### config.mk
export PLATFORM = sky130hd
export DESIGN_NAME = la_addsub
export DESIGN_NICKNAME = d
export VERILOG_FILES = /design/src/rtl/la_addsub_pkg.sv /design/src/rtl/la_operand_prep.sv /design/src/rtl/la_carry_gen.sv /design/src/rtl/la_sum_flags.sv /design/src/rtl/la_addsub.sv
export SDC_FILE = /design/constraint.sdc
export NUM_CORES = 1
export LEC_CHECK = 0
export ABC_CLOCK_PERIOD_IN_PS = 2900
export BUFFER_PORTS_ARGS = -buffer_cell sky130_fd_sc_hd__buf_4
export CAP_MARGIN = 20
export CORE_AREA = 2 2 39 41
export DETAILED_ROUTE_END_ITERATION = 12
export DIE_AREA = 0 0 41 43
export PLACE_DENSITY = 0.39
export SLEW_MARGIN = 15
export SYNTH_ARGS = -nofsm -noshare
export SYNTH_HDL_FRONTEND = slang
export SYNTH_SLANG_ARGS = --single-unit
### constraint.sdc
create_clock -name vclk -period 2.9
set_clock_uncertainty 0.15 [all_clocks]
set_input_delay 0.145 -clock vclk [all_inputs]
set_output_delay 0.145 -clock vclk [all_outputs]
set_load 0.01 [all_outputs]
### src/rtl/la_addsub_pkg.sv
package la_addsub_pkg;

   // Upper bound on word width; the flat carry terms grow with the square of the width.
   localparam int LA_MAX_WIDTH = 16;
   localparam int LA_MIN_WIDTH = 2;

   typedef enum logic {
      LA_OP_ADD = 1'b0,
      LA_OP_SUB = 1'b1
   } la_op_e;

endpackage

### src/rtl/la_operand_prep.sv
module la_operand_prep #(
   parameter int WIDTH = 4
) (
   input  logic [WIDTH-1:0] opa,
   input  logic [WIDTH-1:0] opb,
   input  logic             sub_mode,
   output logic [WIDTH-1:0] opb_eff,
   output logic [WIDTH-1:0] prop,
   output logic [WIDTH-1:0] gen,
   output logic             cin
);
   import la_addsub_pkg::*;

   la_op_e op;
   assign op  = la_op_e'(sub_mode);
   assign cin = (op == LA_OP_SUB);

   for (genvar i = 0; i < WIDTH; i++) begin : g_bit
      assign opb_eff[i] = opb[i] ^ sub_mode;
      assign prop[i]    = opa[i] ^ opb_eff[i];
      assign gen[i]     = opa[i] & opb_eff[i];
   end

   // in subtract mode the effective operand is the bitwise complement
   always_comb begin
      p_invert_r2: assert final (sub_mode ? (opb_eff == ~opb) : (opb_eff == opb))
         else $error("operand inversion mismatch");
   end

endmodule

### src/rtl/la_carry_gen.sv
module la_carry_gen #(
   parameter int WIDTH = 4
) (
   input  logic [WIDTH-1:0] prop,
   input  logic [WIDTH-1:0] gen,
   input  logic             cin,
   output logic [WIDTH:0]   carry
);

   assign carry[0] = cin;

   // Each carry is an independent two-level sum of products over the
   // propagate/generate terms and the carry-in; no carry feeds another.
   for (genvar k = 0; k < WIDTH; k++) begin : g_carry
      logic c_flat;
      always_comb begin
         logic acc;
         logic prod;
         acc = 1'b0;
         for (int j = 0; j <= k; j++) begin
            prod = gen[j];
            for (int m = j + 1; m <= k; m++) begin
               prod = prod & prop[m];
            end
            acc = acc | prod;
         end
         prod = cin;
         for (int m = 0; m <= k; m++) begin
            prod = prod & prop[m];
         end
         c_flat = acc | prod;
      end
      assign carry[k+1] = c_flat;
   end

   // the flat terms agree with the bit-to-bit carry recurrence
   always_comb begin
      for (int i = 0; i < WIDTH; i++) begin
         p_carry_rec_r8: assert final (carry[i+1] == (gen[i] | (prop[i] & carry[i])))
            else $error("carry %0d disagrees with recurrence", i + 1);
      end
   end

endmodule

### src/rtl/la_sum_flags.sv
module la_sum_flags #(
   parameter int WIDTH = 4
) (
   input  logic [WIDTH-1:0] prop,
   input  logic [WIDTH:0]   carry,
   output logic [WIDTH-1:0] sum,
   output logic             cout,
   output logic             ovf
);

   for (genvar i = 0; i < WIDTH; i++) begin : g_sum
      assign sum[i] = prop[i] ^ carry[i];
   end

   assign cout = carry[WIDTH];
   assign ovf  = carry[WIDTH] ^ carry[WIDTH-1];

endmodule

### src/rtl/la_addsub.sv
module la_addsub #(
   parameter int WIDTH = 4
) (
   input  logic [WIDTH-1:0] a,
   input  logic [WIDTH-1:0] b,
   input  logic             op_sub,
   output logic [WIDTH-1:0] result,
   output logic             carry_out,
   output logic             ovf
);
   import la_addsub_pkg::*;

   localparam int MSB = WIDTH - 1;

   if (WIDTH < LA_MIN_WIDTH || WIDTH > LA_MAX_WIDTH) begin : g_width_chk
      $error("la_addsub: WIDTH %0d outside supported range", WIDTH);
   end

   logic [WIDTH-1:0] b_eff;
   logic [WIDTH-1:0] prop;
   logic [WIDTH-1:0] gen;
   logic             cin;
   logic [WIDTH:0]   carry;

   la_operand_prep #(.WIDTH(WIDTH)) u_prep (
      .opa      (a),
      .opb      (b),
      .sub_mode (op_sub),
      .opb_eff  (b_eff),
      .prop     (prop),
      .gen      (gen),
      .cin      (cin)
   );

   la_carry_gen #(.WIDTH(WIDTH)) u_carry (
      .prop  (prop),
      .gen   (gen),
      .cin   (cin),
      .carry (carry)
   );

   la_sum_flags #(.WIDTH(WIDTH)) u_sum (
      .prop  (prop),
      .carry (carry),
      .sum   (result),
      .cout  (carry_out),
      .ovf   (ovf)
   );

   always_comb begin
      // add mode yields the full-width unsigned sum
      p_add_sum_r1: assert final (op_sub || ({carry_out, result} == ({1'b0, a} + {1'b0, b})))
         else $error("add result mismatch");
      // subtract mode yields the modular difference
      p_sub_diff_r2: assert final (!op_sub || (result == WIDTH'(a - b)))
         else $error("subtract result mismatch");
      // subtract carry-out means no borrow
      p_no_borrow_r3: assert final (!op_sub || (carry_out == (a >= b)))
         else $error("borrow indication mismatch");
      // overflow flag tracks sign disagreement between operands and result
      p_ovf_sign_r4: assert final (ovf == ((a[MSB] == b_eff[MSB]) && (result[MSB] != a[MSB])))
         else $error("overflow flag mismatch");
   end

endmodule

==> impl_results.md <==
- Result of the run: complete, no violations
- Global Route Usage Sum: 5.59%
- Cells along the critical path: buf_4 > xor2_1 > ha_1 > ha_1 > o211ai_2 > nand2_2 > mux2_4 > buf_4
- Max-slew violation count: 0
- Kind of path behind the tightest hold check: primary input to output pin
- Max-capacitance violation count: 0
- Gate family responsible for the most delay along the worst path: adder cells
- Die area: around 1800 um^2
- Synth Net Count: 36
- Number of buffer and inverter stages on the critical path: 2
- Part of the Yosys area used for sequential elements: 0%
- Buffers inserted by post-CTS timing repair: 0
- Via-per-instance ratio: around 3.9
- Post-route setup TNS: 0 ps
- Antenna-violating nets left: 0
- Delay of the slowest cell on the worst path: about 300 ps
- Per-cell routed wire length: 9.06 um
- Largest net degree at the start of global routing: 7
- P&R area growth vs syn: 62.2%
- Total vias in the final route: about 200
- Share of cells above drive strength 1: between 50% and 60%
- Number of hold buffers added after cts: 0
- Arrival time worst endpoint: about 1600 ps
- Gate count of the mapped netlist: 22
- Worst-path fanout max: 6
- Number of nets in the finished design: 52
- CTS resizes: 0
- Total number of sequential cells: 0
- Total grt overflow: 0
- Cell area after synthesis: between 200 and 250 um^2
- Number of global-route vias before repair: roughly 190
- Number of iterations in the first detailed-routing pass: 1
- Max Clock Freq: roughly 0.52 GHz
- Initial cell density of the core: 14.8%
- Register area: 0 um^2
- Final estimated routing congestion in global placement: ~0.67
- Setup-violating endpoint count in the final report: 0
- Horizontal die dimension: 41 um
- Wire length of the first global-routing pass: 745 um
- Area of the core region: approximately 1400 um^2
- Crit. End Element: output pin
- Count of distinct cell types in the synthesized netlist: 12
- Fin crit period: 1920 ps
- Overall power after layout: about 0.00011 W
- Count of clock buffers in the final design: 0
- Worst-case vdd ir drop: around 0.12 mV
- Post-Synthesis Mean Instance Area: ~9.3 um^2
- Fill cell count: between 150 and 200
- Pwr Density: between 300 and 400 nW/um^2
- # diodes: 0
- Number of I/O port buffers: 15
- Antenna violations before repair: 0
- Drt initial violations: 0
- Least-Margin Pin Slew: 154 ps
- Half-perimeter wire length of the detailed placement result: 423 um
- P_leak: 0.173 nW
- Worst path slowest cell: mux2_4
- Classification of the worst setup path: primary input to output pin
- Warnings, synthesis: 0
- Setup crit start kind: primary input
- Headroom to the max-slew limit: about nine tenths
- IO Pins: 15
- Final period utilization: 66.2%
- Required time at the endpoint of the critical path: 2610 ps
- Unrepaired setup endpoints after global routing: no
- Std-Cell Rows: 14
- Number of failing hold endpoints at the final stage: 0
- Post-Route WL: around 470 um
- Detailed-route DRC error count: 0
- Height of the die: between 40 and 50 um
==> report_power, final <==
group	leakage (nW)	internal, W	switching, W
logic	0.173	0.0000600	0.0000470
registers	0	0	0
clock network	0	0	0
==> layout by cell type, fill, tap and decap left out <==
cell type	count
a21o_2	1
a21oi_2	1
buf_4	15
ha_1	5
mux2_4	1
mux2i_1	1
nand2_2	1
nor2_1	2
o211ai_2	1
o21a_1	1
xnor2_1	2
xor2_1	5
==> cells by family (layout without fill, tap and decap cells) <==
kind of cell	count (synthesis)	count (layout)	share of synthesized area (%)
compound gates	4	4	18.3
xor+xnor	7	7	29.9
fa+ha+maj	5	5	30.5
buf+inv	1	15	2.44
mux	2	2	12.2
simple gates	3	3	6.71
==> metrics by stage <==
stage / hold WS [ps] / util [%] / cells / setup WS, ps / area, um^2
after floorplan: 291 / - / 22 / 1160 / 205
after global placement: 512 / 24.1 / 52 / 992 / 333
after detailed placement: 525 / 24.1 / 52 / 974 / 333
after CTS: 527 / 24.1 / 52 / 971 / 333
after global routing: 558 / 24.1 / 52 / 902 / 333
final: 525 / 24.1 / 52 / 980 / 333
==> synth_stat cells <==
| cell | instances | area (um^2) |
|---|---|---|
| xnor2_1 | 2 | 17.5 |
| mux2_4 | 1 | 15.0 |
| buf_2 | 1 | 5.00 |
| nand2_2 | 1 | 6.26 |
| ha_1 | 5 | 62.6 |
| o211ai_2 | 1 | 12.5 |
| o21a_1 | 1 | 7.51 |
| xor2_1 | 5 | 43.8 |
| nor2_1 | 2 | 7.51 |
| a21oi_2 | 1 | 8.76 |
| mux2i_1 | 1 | 10.0 |
| a21o_2 | 1 | 8.76 |
==> path summary, 6_finish.rpt <==
check | startpoint | to | slack, ps | cells past startpoint
worst min-delay path | op_sub | result[0] | 520 | 3
worst max-delay path | op_sub | ovf | 980 | 8
==> layout make-up <==
cell class | instances | area, um^2 | area share, %
well taps | 16 | 20.0 | 6.02
repair buffers | 15 | 113 | 33.8
multi-input cells | 21 | 200 | 60.2
==> metal layers <==
layer	track usage (%)	up-vias	wire length [um]
li1	-	105	-
met1	9.18	81	226
met4	0	0	0
met3	0	0	78
met5	0	-	0
met2	8.44	15	165
Note: power is estimated with default switching activity, not from simulation.
